**config.mk**
```make
export PLATFORM = sky130hd
export DESIGN_NAME = fetch_decode
export DESIGN_NICKNAME = d
export VERILOG_FILES = /design/src/rtl/fd_pkg.sv /design/src/rtl/fd_class.sv /design/src/rtl/fd_fields.sv /design/src/rtl/fd_nextpc.sv /design/src/rtl/fetch_decode.sv
export SDC_FILE = /design/constraint.sdc
export NUM_CORES = 1
export LEC_CHECK = 0
export CORE_AREA = 2 2 113 115
export DETAILED_ROUTE_END_ITERATION = 8
export DIE_AREA = 0 0 115 117
export PLACE_DENSITY = 0.67
export SLEW_MARGIN = 5
export SYNTH_ARGS = -nofsm -noshare
export SYNTH_HDL_FRONTEND = slang
export SYNTH_SLANG_ARGS = --single-unit
```
**constraint.sdc**
```tcl
create_clock -name vclk -period 10.5
set_input_delay 2.625 -clock vclk [all_inputs]
set_output_delay 2.625 -clock vclk [all_outputs]
set_load 0.05 [all_outputs]
```
**src/rtl/fd_pkg.sv**
```systemverilog
package fd_pkg;
  localparam int NIB_W  = 4;
  localparam int BYTE_W = 8;

  localparam logic [3:0] OP_HALT  = 4'h0;
  localparam logic [3:0] OP_NOP   = 4'h1;
  localparam logic [3:0] OP_CMOV  = 4'h2;
  localparam logic [3:0] OP_IRMOV = 4'h3;
  localparam logic [3:0] OP_RMMOV = 4'h4;
  localparam logic [3:0] OP_MRMOV = 4'h5;
  localparam logic [3:0] OP_ALU   = 4'h6;
  localparam logic [3:0] OP_JMP   = 4'h7;
  localparam logic [3:0] OP_CALL  = 4'h8;
  localparam logic [3:0] OP_RET   = 4'h9;
  localparam logic [3:0] OP_PUSH  = 4'hA;
  localparam logic [3:0] OP_POP   = 4'hB;

  localparam logic [3:0] NO_REG = 4'hF;

  localparam logic [2:0] ST_AOK = 3'd1;
  localparam logic [2:0] ST_HLT = 3'd2;
  localparam logic [2:0] ST_ADR = 3'd3;
  localparam logic [2:0] ST_INS = 3'd4;

  // Largest function nibble accepted per opcode; 4'hF marks an illegal opcode.
  function automatic logic [3:0] ifun_limit(input logic [3:0] op);
    case (op)
      OP_CMOV, OP_JMP: ifun_limit = 4'd6;
      OP_ALU:          ifun_limit = 4'd3;
      OP_HALT, OP_NOP, OP_IRMOV, OP_RMMOV, OP_MRMOV,
      OP_CALL, OP_RET, OP_PUSH, OP_POP: ifun_limit = 4'd0;
      default:         ifun_limit = 4'hF;
    endcase
  endfunction

  // Byte count of an instruction from its optional parts.
  function automatic int unsigned byte_count(input logic has_regs,
                                             input logic has_const,
                                             input int unsigned const_bytes);
    byte_count = 1 + (has_regs ? 1 : 0) + (has_const ? const_bytes : 0);
  endfunction
endpackage

```
**src/rtl/fd_class.sv**
```systemverilog
module fd_class
  import fd_pkg::*;
(
  input  logic [3:0] icode_i,
  input  logic [3:0] ifun_i,
  output logic       valid_o,
  output logic       need_regs_o,
  output logic       need_const_o,
  output logic       is_halt_o,
  output logic       is_stack_o
);
  logic [3:0] limit;
  logic       regs_raw;
  logic       const_raw;

  assign limit   = ifun_limit(icode_i);
  assign valid_o = (limit != 4'hF) && (ifun_i <= limit);

  always_comb begin
    regs_raw  = 1'b0;
    const_raw = 1'b0;
    case (icode_i)
      OP_CMOV, OP_ALU, OP_PUSH, OP_POP: regs_raw = 1'b1;
      OP_IRMOV, OP_RMMOV, OP_MRMOV: begin
        regs_raw  = 1'b1;
        const_raw = 1'b1;
      end
      OP_JMP, OP_CALL: const_raw = 1'b1;
      default: begin
        regs_raw  = 1'b0;
        const_raw = 1'b0;
      end
    endcase
  end

  assign need_regs_o  = valid_o & regs_raw;
  assign need_const_o = valid_o & const_raw;
  assign is_halt_o    = valid_o & (icode_i == OP_HALT);
  assign is_stack_o   = (icode_i == OP_PUSH) || (icode_i == OP_POP);
endmodule

```
**src/rtl/fd_fields.sv**
```systemverilog
module fd_fields
  import fd_pkg::*;
#(
  parameter int CONST_BYTES = 8,
  localparam int WIN_BYTES  = CONST_BYTES + 2,
  localparam int WIN_W      = WIN_BYTES * BYTE_W,
  localparam int CONST_W    = CONST_BYTES * BYTE_W
) (
  input  logic [WIN_W-1:0]   win_i,
  input  logic               need_regs_i,
  input  logic               need_const_i,
  input  logic               is_stack_i,
  output logic [NIB_W-1:0]   ra_o,
  output logic [NIB_W-1:0]   rb_o,
  output logic [CONST_W-1:0] const_o
);
  logic [BYTE_W-1:0] reg_byte;
  assign reg_byte = win_i[BYTE_W +: BYTE_W];

  assign ra_o = need_regs_i ? reg_byte[7:4] : NO_REG;
  assign rb_o = (need_regs_i && !is_stack_i) ? reg_byte[3:0] : NO_REG;

  // Constant bytes start one byte later when a register byte is present.
  for (genvar gb = 0; gb < CONST_BYTES; gb++) begin : g_const_byte
    logic [BYTE_W-1:0] after_regs;
    logic [BYTE_W-1:0] after_op;
    assign after_regs = win_i[(gb + 2) * BYTE_W +: BYTE_W];
    assign after_op   = win_i[(gb + 1) * BYTE_W +: BYTE_W];
    assign const_o[gb * BYTE_W +: BYTE_W] =
      !need_const_i ? '0 : (need_regs_i ? after_regs : after_op);
  end
endmodule

```
**src/rtl/fd_nextpc.sv**
```systemverilog
module fd_nextpc
  import fd_pkg::*;
#(
  parameter int ADDR_W      = 64,
  parameter int CONST_BYTES = 8
) (
  input  logic [ADDR_W-1:0] pc_i,
  input  logic              valid_i,
  input  logic              need_regs_i,
  input  logic              need_const_i,
  output logic [ADDR_W-1:0] next_o
);
  function automatic logic [ADDR_W-1:0] step(input logic r, input logic c);
    int unsigned n;
    n = byte_count(r, c, CONST_BYTES);
    step = ADDR_W'(n);
  endfunction

  assign next_o = valid_i ? (pc_i + step(need_regs_i, need_const_i)) : pc_i;
endmodule

```
**src/rtl/fetch_decode.sv**
```systemverilog
module fetch_decode
  import fd_pkg::*;
#(
  parameter int ADDR_W      = 64,
  parameter int CONST_BYTES = 8,
  localparam int WIN_W      = (CONST_BYTES + 2) * BYTE_W,
  localparam int CONST_W    = CONST_BYTES * BYTE_W
) (
  input  logic [ADDR_W-1:0]  pc_in,
  input  logic [WIN_W-1:0]   fetch_win,
  output logic [3:0]         icode,
  output logic [3:0]         ifun,
  output logic [3:0]         rA,
  output logic [3:0]         rB,
  output logic [CONST_W-1:0] valC,
  output logic [ADDR_W-1:0]  valP,
  output logic               need_regids,
  output logic               need_valC,
  output logic               instr_valid,
  output logic [2:0]         stat
);
  logic halt_seen;
  logic stack_op;

  assign icode = fetch_win[7:4];
  assign ifun  = fetch_win[3:0];

  fd_class u_class (
    .icode_i      (icode),
    .ifun_i       (ifun),
    .valid_o      (instr_valid),
    .need_regs_o  (need_regids),
    .need_const_o (need_valC),
    .is_halt_o    (halt_seen),
    .is_stack_o   (stack_op)
  );

  fd_fields #(.CONST_BYTES(CONST_BYTES)) u_fields (
    .win_i        (fetch_win),
    .need_regs_i  (need_regids),
    .need_const_i (need_valC),
    .is_stack_i   (stack_op),
    .ra_o         (rA),
    .rb_o         (rB),
    .const_o      (valC)
  );

  fd_nextpc #(.ADDR_W(ADDR_W), .CONST_BYTES(CONST_BYTES)) u_nextpc (
    .pc_i         (pc_in),
    .valid_i      (instr_valid),
    .need_regs_i  (need_regids),
    .need_const_i (need_valC),
    .next_o       (valP)
  );

  always_comb begin
    if (!instr_valid)   stat = ST_INS;
    else if (halt_seen) stat = ST_HLT;
    else                stat = ST_AOK;
  end
endmodule

```
==> results of run 1 <==
==> through the flow <==
| step | utilization, % | cell area (um^2) |
|---|---|---|
| after floorplan | - | 2850 |
| after global placement | 51.5 | 6350 |
| after detailed placement | 51.5 | 6350 |
| after CTS | 51.5 | 6350 |
| after global routing | 51.5 | 6350 |
| final | 51.5 | 6350 |
==> layer usage <==
metal	routed length [um]	global-route usage, %	up-vias
li1	-	-	2117
met1	5350	21.9	2011
met2	8570	44.7	231
met3	1560	5.61	14
met4	245	2.73	0
met5	0	0	-
==> cells in the mapped netlist (3+ instances only) <==
| master | instances |
|---|---|
| sky130_fd_sc_hd__or3_1 | 8 |
| sky130_fd_sc_hd__nand3_1 | 24 |
| sky130_fd_sc_hd__xor2_1 | 8 |
| sky130_fd_sc_hd__and2_1 | 8 |
| sky130_fd_sc_hd__buf_4 | 8 |
| sky130_fd_sc_hd__a21oi_1 | 68 |
| sky130_fd_sc_hd__and3_1 | 16 |
| sky130_fd_sc_hd__ha_1 | 7 |
| sky130_fd_sc_hd__xnor2_1 | 53 |
| sky130_fd_sc_hd__o21ai_0 | 3 |
| sky130_fd_sc_hd__clkbuf_1 | 26 |
| sky130_fd_sc_hd__nor2_1 | 10 |
| sky130_fd_sc_hd__inv_1 | 9 |
| sky130_fd_sc_hd__buf_2 | 3 |
| sky130_fd_sc_hd__and4_1 | 5 |
| sky130_fd_sc_hd__nand4_1 | 19 |
| sky130_fd_sc_hd__nor3_1 | 3 |
| sky130_fd_sc_hd__nand3_2 | 4 |
| sky130_fd_sc_hd__nand2_1 | 158 |
==> logic make-up (layout without fill, tap and decap cells) <==
kind of cell | Yosys count | in the layout
buf+inv | 49 | 312
compound gates | 80 | 80
xor+xnor | 62 | 62
fa+ha+maj | 8 | 8
mux | 1 | 1
simple gates | 271 | 271
==> path summary, 6_finish.rpt <==
kind | startpoint | end | cells after the start
hold / removal | pc_in[63] | valP[63] | 3
setup / recovery | fetch_win[6] | valP[42] | 20
==> worst max-delay path, stage by stage <==
cell and delay, ps:
sky130_fd_sc_hd__clkdlybuf4s50_1 730, sky130_fd_sc_hd__mux2_2 390, sky130_fd_sc_hd__a21oi_1 150, sky130_fd_sc_hd__ha_1 260, sky130_fd_sc_hd__a41o_1 290, sky130_fd_sc_hd__and3_1 210, sky130_fd_sc_hd__inv_1 100, sky130_fd_sc_hd__nor2_2 60
sky130_fd_sc_hd__inv_1 90, sky130_fd_sc_hd__ha_1 180, sky130_fd_sc_hd__inv_1 60, sky130_fd_sc_hd__fa_1 370, sky130_fd_sc_hd__and3b_1 230, sky130_fd_sc_hd__o2111ai_1 110, sky130_fd_sc_hd__nand2b_1 230, sky130_fd_sc_hd__nor4_4 480
sky130_fd_sc_hd__buf_4 260, sky130_fd_sc_hd__nand4_1 150, sky130_fd_sc_hd__xnor2_2 220, sky130_fd_sc_hd__buf_12 160
==> power by group through the flow <==
stage	sequential, W	clock, W	combinational (W)
final	0	0	0.000383
after detailed placement	0	0	0.000384
after floorplan	0	0	0.000200
after global placement	0	0	0.000382
after global routing	0	0	0.000402
after CTS	0	0	0.000386
==> cell type report <==
type               instances  share of cell area [%]
inverters                  9                   0.532
multi-input cells        422                    41.4
well taps                150                    2.96
repair buffers           303                    55.1
==> flow_summary.html, run 1 <==
<table>
<tr><th>Metric</th><th>Value</th></tr>
<tr><th colspan="2">Yosys</th></tr>
<tr><td>Cell variety after synth</td><td>between 40 and 50</td></tr>
<tr><td>Yosys warnings</td><td>0</td></tr>
<tr><td>Synth Instances</td><td>471</td></tr>
<tr><td>Adder-cell area share of the yosys netlist</td><td>4.01%</td></tr>
<tr><td>Fraction of the yosys area taken by sequential cells</td><td>0%</td></tr>
<tr><td>Basic-gate share of the synthesized area counting and, or, nand and nor cells</td><td>about half</td></tr>
<tr><td>Compound-gate portion of the synthesized area</td><td>15.8%</td></tr>
<tr><td>Share of Yosys cell area claimed by the top area cell type</td><td>22.1%</td></tr>
<tr><td>Post-synthesis instance area</td><td>0.00269 mm^2</td></tr>
<tr><td>Biggest area contributors in the synthesized netlist</td><td>sky130_fd_sc_hd__nand2_1, sky130_fd_sc_hd__xnor2_1, sky130_fd_sc_hd__a21oi_1</td></tr>
<tr><td>Syn_nets</td><td>approximately 620</td></tr>
<tr><td>Mux share of post-synthesis cell area</td><td>0.419%</td></tr>
<tr><td>Main combinational cell family by area after synthesis</td><td>simple AND/OR/NAND/NOR gates</td></tr>
<tr><td>Cell type with the highest aggregate area in the netlist</td><td>sky130_fd_sc_hd__nand2_1</td></tr>
<tr><td>Xor/xnor cell area share of the yosys netlist</td><td>around 21%</td></tr>
<tr><td>Synthesized area per cell</td><td>~5.7 um^2</td></tr>
<tr><th colspan="2">Routing</th></tr>
<tr><td>Post-detailed-routing wire length</td><td>~16000 um</td></tr>
<tr><td>Routed WL per cell</td><td>~18 um</td></tr>
<tr><td>Number of design rule violations left after detail routing</td><td>0</td></tr>
<tr><td>First-pass DRT Iterations</td><td>5</td></tr>
<tr><td>Number of vias after detailed routing</td><td>4373</td></tr>
<tr><td>Per-cell via count in the routed design</td><td>approximately 5</td></tr>
<tr><td>Iteration-0 DRC Markers</td><td>221</td></tr>
<tr><td>Post-DRT Antenna Nets</td><td>0</td></tr>
<tr><th colspan="2">Floorplanning</th></tr>
<tr><td>Die Outline Area</td><td>about 0.013 mm^2</td></tr>
<tr><td>Effective utilization at floorplan</td><td>between 20% and 30%</td></tr>
<tr><td>Overall die height</td><td>117 um</td></tr>
<tr><td>Core area</td><td>around 0.012 mm^2</td></tr>
<tr><td>Boundary pin count</td><td>between 200 and 300</td></tr>
<tr><td>Row cnt</td><td>41</td></tr>
<tr><td>Die outline width</td><td>approximately 120 um</td></tr>
<tr><th colspan="2">GRT</th></tr>
<tr><td>Antenna violations before repair</td><td>0</td></tr>
<tr><td>Number of global-route vias before repair</td><td>~4300</td></tr>
<tr><td>Global route overflow</td><td>0</td></tr>
<tr><td>First-pass GRT wire length</td><td>between 20000 and 25000 um</td></tr>
<tr><td>Largest net degree at the start of global routing</td><td>between 60 and 70</td></tr>
<tr><td>Overall routing resource usage</td><td>between 20% and 30%</td></tr>
<tr><th colspan="2">Clocking</th></tr>
<tr><td># resized after CTS</td><td>0</td></tr>
<tr><td>Number of buffers inserted to repair setup after CTS</td><td>0</td></tr>
<tr><td>CTS hold repair buffers</td><td>0</td></tr>
<tr><th colspan="2">STA</th></tr>
<tr><td>Fmax achieved</td><td>between 90 and 100 MHz</td></tr>
<tr><td>Max transition margin</td><td>a little under half</td></tr>
<tr><td>Setup violation total in the final timing report</td><td>0</td></tr>
<tr><td>Hold Slack</td><td>roughly 6000 ps</td></tr>
<tr><td>Worst setup margin</td><td>500 ps</td></tr>
<tr><td>Slew Viols, Final</td><td>0</td></tr>
<tr><td>Time the worst path needs with I/O delays and setup</td><td>10000 ps</td></tr>
<tr><td>Worst Max-Slew Pin Slew</td><td>between 800 and 900 ps</td></tr>
<tr><td>Setup Total Neg Slack</td><td>0 ps</td></tr>
<tr><td>Number of hold violations in the final report</td><td>0</td></tr>
<tr><td>Crit share post-route</td><td>95.2%</td></tr>
<tr><td>Unrepaired setup endpoints after global routing</td><td>false</td></tr>
<tr><th colspan="2">Setup path</th></tr>
<tr><td>Category of the critical setup timing path</td><td>input port to primary output</td></tr>
<tr><td>Crit Path Max Fanout</td><td>12</td></tr>
<tr><td>Data required time of the critical path</td><td>around 7900 ps</td></tr>
<tr><td>Worst setup EP type</td><td>primary output</td></tr>
<tr><td>Startpoint type of the worst setup path</td><td>input port</td></tr>
<tr><td>Critical path data arrival time</td><td>7380 ps</td></tr>
<tr><th colspan="2">Power</th></tr>
<tr><td>Clock share of power</td><td>0%</td></tr>
<tr><td>Pwr per Cell Area</td><td>between 60 and 70 mW/mm^2</td></tr>
<tr><td>Switching fraction of total power</td><td>59.0%</td></tr>
<tr><td>Combinational cell fraction of total power</td><td>100.0%</td></tr>
<tr><td>Worst vdd ir</td><td>~0.033 mV</td></tr>
<tr><td>Switching power of the nets</td><td>around 0.00023 W</td></tr>
<tr><td>Leak Pwr</td><td>2.57 nW</td></tr>
<tr><td>Internal power of the cells</td><td>approximately 0.00016 W</td></tr>
<tr><td>Reg power frac</td><td>0%</td></tr>
<tr><td>Total power after layout</td><td>roughly 0.00038 W</td></tr>
<tr><th colspan="2">Finish</th></tr>
<tr><td>Number of clock buffers in the layout</td><td>0</td></tr>
<tr><td>Most common library cell in the layout ignoring fill and taps</td><td>sky130_fd_sc_hd__clkdlybuf4s50_1</td></tr>
<tr><td>Multi-input gate area</td><td>approximately 0.0026 mm^2</td></tr>
<tr><td>Diode insertion count for antenna repair</td><td>0</td></tr>
<tr><td>Number of nets at the end of the flow</td><td>888</td></tr>
<tr><td>Count of non-filler cells in the finished layout</td><td>~900</td></tr>
<tr><td>Count of fill cells added during filler insertion</td><td>between 1000 and 1500</td></tr>
<tr><td>Sequential standard cell area</td><td>0 um^2</td></tr>
<tr><td>Number of flip-flops and latches</td><td>0</td></tr>
<tr><td>Area added between synthesis and finish</td><td>136%</td></tr>
<tr><td>Fraction of final layout cells sized beyond drive strength 1</td><td>approximately 15%</td></tr>
<tr><td>Commonest cells after routing, fill and taps aside</td><td>sky130_fd_sc_hd__clkdlybuf4s50_1, sky130_fd_sc_hd__nand2_1, sky130_fd_sc_hd__a21oi_1</td></tr>
<tr><th colspan="2">Outcome</th></tr>
<tr><td>Run status</td><td>complete, no violations</td></tr>
<tr><th colspan="2">Place</th></tr>
<tr><td>Final estimated routing congestion in global placement</td><td>0.925</td></tr>
<tr><td>Number of cells after detailed placement</td><td>884</td></tr>
<tr><td>Post-Place Worst Slack</td><td>a little over 500 ps</td></tr>
<tr><td>Post-detailed-placement half-perimeter wirelength</td><td>approximately 14000 um</td></tr>
<tr><td>Port-buffer cells</td><td>~290</td></tr>
<tr><th colspan="2">Flow run</th></tr>
<tr><td># Max-Cap Violations</td><td>0</td></tr>
<tr><th colspan="2">Min path</th></tr>
<tr><td>Path type of the worst min-delay path</td><td>input port to primary output</td></tr>
</table>
No activity file was read; power rests on OpenSTA's default activity.
==> run 2, diff against run 1 <==
Settings changed: SLEW_MARGIN 5 to unset.
==> results of run 2 <==
No change in the layout: final DEF, timing and power equal those of run 1.
